==> src/rtl/eqc_pkg.sv <==
package eqc_pkg;
  typedef enum logic [1:0] {
    EDGE_RISE  = 2'b00,
    EDGE_FALL  = 2'b01,
    EDGE_BOTH  = 2'b10,
    EDGE_BOTH2 = 2'b11
  } edge_sel_e;

  typedef struct packed {
    logic rise;
    logic fall;
    logic lvl;
  } chan_evt_t;
endpackage

==> src/rtl/eqc_sync.sv <==
module eqc_sync #(
  parameter int STAGES = 2
) (
  input  logic                clk_i,
  input  logic                rst_ni,
  input  logic                in_i,
  output eqc_pkg::chan_evt_t  evt_o
);
  logic [STAGES-1:0] sync_q;
  logic              dly_q;

  always_ff @(posedge clk_i or negedge rst_ni) begin
    if (!rst_ni) begin
      sync_q <= '0;
      dly_q  <= 1'b0;
    end else begin
      sync_q <= {sync_q[STAGES-2:0], in_i};
      dly_q  <= sync_q[STAGES-1];
    end
  end

  assign evt_o.lvl  = sync_q[STAGES-1];
  assign evt_o.rise = sync_q[STAGES-1] & ~dly_q;
  assign evt_o.fall = ~sync_q[STAGES-1] & dly_q;
endmodule

==> src/rtl/eqc_step_decode.sv <==
module eqc_step_decode (
  input  logic               enc_mode_i,
  input  logic [1:0]         edge_sel_i,
  input  eqc_pkg::chan_evt_t evt_a_i,
  input  eqc_pkg::chan_evt_t evt_b_i,
  output logic               step_vld_o,
  output logic               step_down_o
);
  import eqc_pkg::*;

  logic rise_en, fall_en;
  logic a_hit, b_hit, a_chg, b_chg, a_dn, b_dn;

  assign rise_en = (edge_sel_e'(edge_sel_i) != EDGE_FALL);
  assign fall_en = (edge_sel_e'(edge_sel_i) != EDGE_RISE);

  assign a_hit = (evt_a_i.rise & rise_en) | (evt_a_i.fall & fall_en);
  assign b_hit = (evt_b_i.rise & rise_en) | (evt_b_i.fall & fall_en);
  assign a_chg = evt_a_i.rise | evt_a_i.fall;
  assign b_chg = evt_b_i.rise | evt_b_i.fall;

  // Direction from the opposite channel's synchronized level
  assign a_dn = evt_a_i.rise ? evt_b_i.lvl : ~evt_b_i.lvl;
  assign b_dn = evt_b_i.rise ? ~evt_a_i.lvl : evt_a_i.lvl;

  always_comb begin
    step_vld_o  = 1'b0;
    step_down_o = 1'b0;
    if (!enc_mode_i) begin
      step_vld_o = a_hit;
    end else if (a_chg && b_chg) begin
      step_vld_o = 1'b0;  // collision: discard
    end else if (a_hit) begin
      step_vld_o  = 1'b1;
      step_down_o = a_dn;
    end else if (b_hit) begin
      step_vld_o  = 1'b1;
      step_down_o = b_dn;
    end
  end
endmodule

==> src/rtl/eqc_count_reg.sv <==
module eqc_count_reg #(
  parameter int CNT_W = 16
) (
  input  logic             clk_i,
  input  logic             rst_ni,
  input  logic             run_i,
  input  logic             step_vld_i,
  input  logic             step_down_i,
  input  logic [CNT_W-1:0] ceiling_i,
  output logic [CNT_W-1:0] count_o,
  output logic             dir_down_o
);
  localparam logic [CNT_W-1:0] ONE = CNT_W'(1);

  logic [CNT_W-1:0] cnt_q;
  logic             dir_q;

  always_ff @(posedge clk_i or negedge rst_ni) begin
    if (!rst_ni) begin
      cnt_q <= '0;
      dir_q <= 1'b0;
    end else if (!run_i) begin
      cnt_q <= '0;
    end else if (step_vld_i) begin
      dir_q <= step_down_i;
      if (step_down_i) cnt_q <= (cnt_q == '0) ? ceiling_i : cnt_q - ONE;
      else             cnt_q <= (cnt_q >= ceiling_i) ? '0 : cnt_q + ONE;
    end
  end

  assign count_o    = cnt_q;
  assign dir_down_o = dir_q;
endmodule

==> src/rtl/edge_quad_counter.sv <==
module edge_quad_counter #(
  parameter int CNT_W       = 16,
  parameter int SYNC_STAGES = 2
) (
  input  logic             clk_i,
  input  logic             rst_ni,
  input  logic             run_i,
  input  logic             enc_mode_i,
  input  logic [1:0]       edge_sel_i,
  input  logic [CNT_W-1:0] ceiling_i,
  input  logic             chan_a_i,
  input  logic             chan_b_i,
  output logic [CNT_W-1:0] count_o,
  output logic             dir_down_o
);
  import eqc_pkg::*;

  localparam int NCH = 2;

  logic      [NCH-1:0] raw;
  chan_evt_t           evt [NCH];
  logic                step_vld, step_down;

  assign raw = {chan_b_i, chan_a_i};

  for (genvar c = 0; c < NCH; c++) begin : g_ch
    eqc_sync #(.STAGES(SYNC_STAGES)) u_sync (
      .clk_i (clk_i),
      .rst_ni(rst_ni),
      .in_i  (raw[c]),
      .evt_o (evt[c])
    );
  end

  eqc_step_decode u_dec (
    .enc_mode_i (enc_mode_i),
    .edge_sel_i (edge_sel_i),
    .evt_a_i    (evt[0]),
    .evt_b_i    (evt[1]),
    .step_vld_o (step_vld),
    .step_down_o(step_down)
  );

  eqc_count_reg #(.CNT_W(CNT_W)) u_cnt (
    .clk_i      (clk_i),
    .rst_ni     (rst_ni),
    .run_i      (run_i),
    .step_vld_i (step_vld),
    .step_down_i(step_down),
    .ceiling_i  (ceiling_i),
    .count_o    (count_o),
    .dir_down_o (dir_down_o)
  );
endmodule

==> config.mk <==
export PLATFORM = sky130hd
export DESIGN_NAME = edge_quad_counter
export DESIGN_NICKNAME = d
export VERILOG_FILES = /design/src/rtl/eqc_pkg.sv /design/src/rtl/eqc_sync.sv /design/src/rtl/eqc_step_decode.sv /design/src/rtl/eqc_count_reg.sv /design/src/rtl/edge_quad_counter.sv
export SDC_FILE = /design/constraint.sdc
export NUM_CORES = 1
export LEC_CHECK = 0
export BUFFER_PORTS_ARGS = -buffer_cell sky130_fd_sc_hd__buf_2
export CORE_ASPECT_RATIO = 2
export CORE_MARGIN = 4
export CORE_UTILIZATION = 55
export CTS_BUF_LIST = sky130_fd_sc_hd__clkbuf_4 sky130_fd_sc_hd__clkbuf_8
export CTS_CLUSTER_SIZE = 8
export DETAILED_ROUTE_END_ITERATION = 8
export GPL_ROUTABILITY_DRIVEN = 0
export GPL_TIMING_DRIVEN = 0
export PLACE_DENSITY = 0.84
export SETUP_SLACK_MARGIN = 0.3
export SLEW_MARGIN = 20
export SYNTH_ARGS = -nofsm -noshare
export SYNTH_HDL_FRONTEND = slang
export SYNTH_HIERARCHICAL = 1
export SYNTH_SLANG_ARGS = --single-unit
==> constraint.sdc <==
create_clock -name clk_i -period 3.5 [get_ports clk_i]
set_clock_uncertainty 0.2 [all_clocks]
set_input_delay 0.525 -clock clk_i [delete_from_list [all_inputs] [get_ports clk_i]]
set_output_delay 0.525 -clock clk_i [all_outputs]
set_load 0.02 [all_outputs]
==> insert_results.sql <==
INSERT INTO impl_metrics (metric_group, metric, value, unit) VALUES
('sta', 'rsz0062_at_grt', 'yes', ''),
('yosys', 'synth_ff_type', 'dfrtp_1', ''),
('place', 'dp_hpwl', '5555', 'µm'),
('cts', 'cts-root-to-sink-buffers', '2', ''),
('sta', 'setup_viol', '0', ''),
('sta', 'final_hold_viol_count', '0', ''),
('routing', 'drc', '0', ''),
('sta', 'layout_min_cycle_time', '3.065', 'ns'),
('flow_run', 'drv.max_cap_violation_count', '0', ''),
('global_routing', 'first_global_vias', '2538', ''),
('setup_path', 'crit_chain', 'and2b_2 -> mux2_4 -> o221a_1 -> a211oi_2 -> inv_1 -> nor2_2 -> nand2_1 -> o211ai_1 -> a21oi_1 -> o22ai_1', ''),
('place', 'io_buffer_count', '39', ''),
('yosys', 'synth_top_area_share', '24.72', '%'),
('routing', 'final_antenna_net_count', '0', ''),
('sta', 'maxClockFrequency', '326.3', 'MHz'),
('yosys', 'postSynthCellCount', '298', ''),
('floorplanning', 'fp.dieArea', '5402', 'µm²'),
('setup_path', 'end_kind', 'flip-flop', ''),
('floorplanning', 'die_h', '100.0', 'µm'),
('floorplanning', 'die_x', '54.01', 'µm'),
('place', 'place.detailed.instances', '389', ''),
('global_routing', 'grt_first_pass_wirelength', '11350', 'µm'),
('routing', 'dr.pass1.iters', '4', ''),
('pwr', 'vdd_ir_drop_max', '310.6', 'µV'),
('pwr', 'power-per-cell-area', '552.2', 'nW/µm²'),
('finish', 'synthToLayoutAreaGrowth', '13.92', '%'),
('sta', 'setup_tns', '0', 'ns'),
('finish', 'layout.nets', '385', ''),
('cts', 'root_buffer', 'clkbuf_8', ''),
('setup_path', 'crit_type', 'flip-flop to flip-flop', ''),
('yosys', 'yosys-top-cells-area', 'dfrtp_1 (25%), ha_1 (10%), nand2_1 (5.0%)', ''),
('setup_path', 'timing.critical_path.slowest_stage_cell', 'dfrtp_1', ''),
('sta', 'min_period_over_period', '87.57', '%'),
('yosys', 'synth.cell_area', '2328', 'µm²'),
('yosys', 'synth-edff-count', '0', ''),
('yosys', 'yosys.area.top_type', 'dfrtp_1', ''),
('routing', 'drt_iter0_markers', '140', ''),
('finish', 'final_layout_size_suffix_gt1_share', '19.06', '%'),
('pwr', 'leakagePower', '1.256', 'nW'),
('setup_path', 'slowest_stage_delay_on_critical_path', '0.41', 'ns'),
('sta', 'worst_slew_margin_relative_to_its_limit', '47.94', '%'),
('yosys', 'postSynthNetCount', '341', ''),
('cts', 'postCtsHoldBufs', '0', ''),
('yosys', 'synthesis.yosys.warnings', '6', ''),
('cts', 'postCtsSetupBuffers', '0', ''),
('setup_path', 'critical_path.startpoint_type', 'flip-flop', ''),
('global_routing', 'grt_antenna_before_repair', '0', ''),
('sta', 'final_max_slew_viol_count', '0', ''),
('cts', 'clkSinkCount', '23', ''),
('floorplanning', 'rows', '33', ''),
('pwr', 'post-layout-total-power', '1.465', 'mW'),
('routing', 'wire_per_inst', '18.55', 'µm'),
('yosys', 'yosys_register_bits', '23', ''),
('setup_path', 'worst-endpoint-arrival', '3.04', 'ns'),
('yosys', 'synthesis.area_per_instance', '7.814', 'µm²'),
('hold_path', 'hold_path_class', 'input pin to async pin', ''),
('floorplanning', 'pin_count', '41', ''),
('setup_path', 'crit_fanout', '7', ''),
('setup_path', 'critical_path_required', '3.48', 'ns'),
('finish', 'fin_area', '2653', 'µm²'),
('cts', 'post_cts_resized', '1', ''),
('place', 'placement.cell_area', '2589', 'µm²'),
('cts', 'cts_buffers', '3', ''),
('global_routing', 'groute.usage.overall', '28.01', '%'),
('floorplanning', 'fp.coreArea', '4088', 'µm²'),
('cts', 'clkSlewWorstSetupHoldPaths', '0.09', 'ns'),
('run_status', 'outcome', 'completed', ''),
('cts', 'clk_latency', '0.26', 'ns'),
('global_routing', 'overflow', '0', ''),
('cts', 'tritoncts', 'built', ''),
('cts', 'h-tree-depth', '1', ''),
('global_routing', 'grt_max_degree', '24', ''),
('routing', 'viasPerCell', '6.580', ''),
('finish', 'finish.cell_count_without_fillers', '393', ''),
('routing', 'drt_wl_total', '7291', 'µm'),
('sta', 'worst_margin_pin_slew', '0.7737', 'ns'),
('routing', 'vias', '2586', ''),
('yosys', 'post_synth_most_frequent_cells', 'nand2_1 (31), dfrtp_1 (23), inv_1 (21), ha_1 (19)', ''),
('yosys', 'async_reset_ff_share', '100.0', '%'),
('yosys', 'synth_most_common_cell', 'nand2_1', ''),
('finish', 'diodes', '0', ''),
('yosys', 'yosys.cell_types.count', '60', ''),
('yosys', 'post_synthesis_sequential_area_ratio', '24.72', '%'),
('floorplanning', 'initial_utilization', '56.96', '%');
[placed cells by master, fill, tap and decap left out, types with 10 or more instances in the layout]
| master | synthesis | final |
|---|---|---|
| inv_1 | 21 | 21 |
| buf_2 | 2 | 41 |
| clkbuf_1 | 13 | 12 |
| a31oi_1 | 11 | 11 |
| a21oi_1 | 16 | 16 |
| nand2_1 | 31 | 31 |
| ha_1 | 19 | 19 |
| o21ai_0 | 12 | 12 |
| dfrtp_1 | 23 | 23 |
| nand3_1 | 16 | 16 |
| nor2_1 | 14 | 13 |
| nor3_1 | 10 | 10 |
[where the power goes]
| group | internal, mW | switching [mW] | total [mW] |
|---|---|---|---|
| logic | 0.346 | 0.591 | 0.937 |
| clock network | 0.0795 | 0.0891 | 0.169 |
| registers | 0.303 | 0.0566 | 0.359 |
| total | 0.728 | 0.737 | 1.46 |
[metrics by stage]
step | hold slack (ns) | util, % | setup WS (ns)
floorplan | 0.02941 | - | 0.8248
global placement | 0.1432 | 63.33 | 0.1979
detailed placement | 0.1442 | 63.33 | 0.1796
CTS | 0.05338 | 64.55 | 0.3303
global route | 0.07771 | 64.89 | 0.2839
finish | 0.02936 | 64.89 | 0.4350
[cells by family after synthesis]
| kind of cell | Yosys count | share of synthesized area (%) |
|---|---|---|
| fa+ha+maj | 19 | 10.21 |
| simple gates | 119 | 28.53 |
| mux | 4 | 2.042 |
| buf+inv | 42 | 8.006 |
| flops | 23 | 24.72 |
| compound gates | 81 | 22.73 |
| xor+xnor | 10 | 3.761 |
[registers in the layout, summed over array words and instances, names as in the netlist]
signal              cells
g_ch.u_sync/sync_q      4
g_ch.u_sync/dly_q       2
u_cnt/dir_down_o        1
u_cnt/count_o          16
[final timing paths]
kind,start,to,slack [ns],cells after the start
setup reg to reg,g_ch[0].u_sync/sync_q[1]$_DFF_PN0_,u_cnt/count_o[13]$_DFFE_PN0P_,0.44,10
hold reg to reg,g_ch[0].u_sync/sync_q[0]$_DFF_PN0_,g_ch[0].u_sync/sync_q[1]$_DFF_PN0_,0.17,0
max in group asynchronous,rst_ni,u_cnt/count_o[3]$_DFFE_PN0P_,2.71,1
min in group clk_i,chan_a_i,g_ch[0].u_sync/sync_q[0]$_DFF_PN0_,0.16,1
hold / removal,rst_ni,u_cnt/count_o[8]$_DFFE_PN0P_,0.03,1
setup / recovery,g_ch[0].u_sync/sync_q[1]$_DFF_PN0_,u_cnt/count_o[13]$_DFFE_PN0P_,0.44,10
[cell type report]
class,count,area [µm²]
clock buffers,3,41.29
well taps,52,65.06
plain buffers,21,110.1
clock inverters,1,5.005
inverters,21,78.83
multi-input cells,233,1582
fillers,389,1435
flip-flops and latches,23,575.6
repair buffers,39,195.2
[per-layer routing]
metal	share of wire, %	GRT usage, %	wire length, µm
met5	0	0	0
met4	5.9	18.04	431
met3	9.0	3.715	658
met2	53	50.56	3894
met1	32	27.94	2306
[worst max-delay path: cells and delay by family (launching register included)]
kind	cells	cell delay (ns)
buf+inv	1	0.25
flops	1	0.41
simple gates	3	0.79
compound gates	5	1.04
mux	1	0.27
Power figures use the tool's default switching activity.
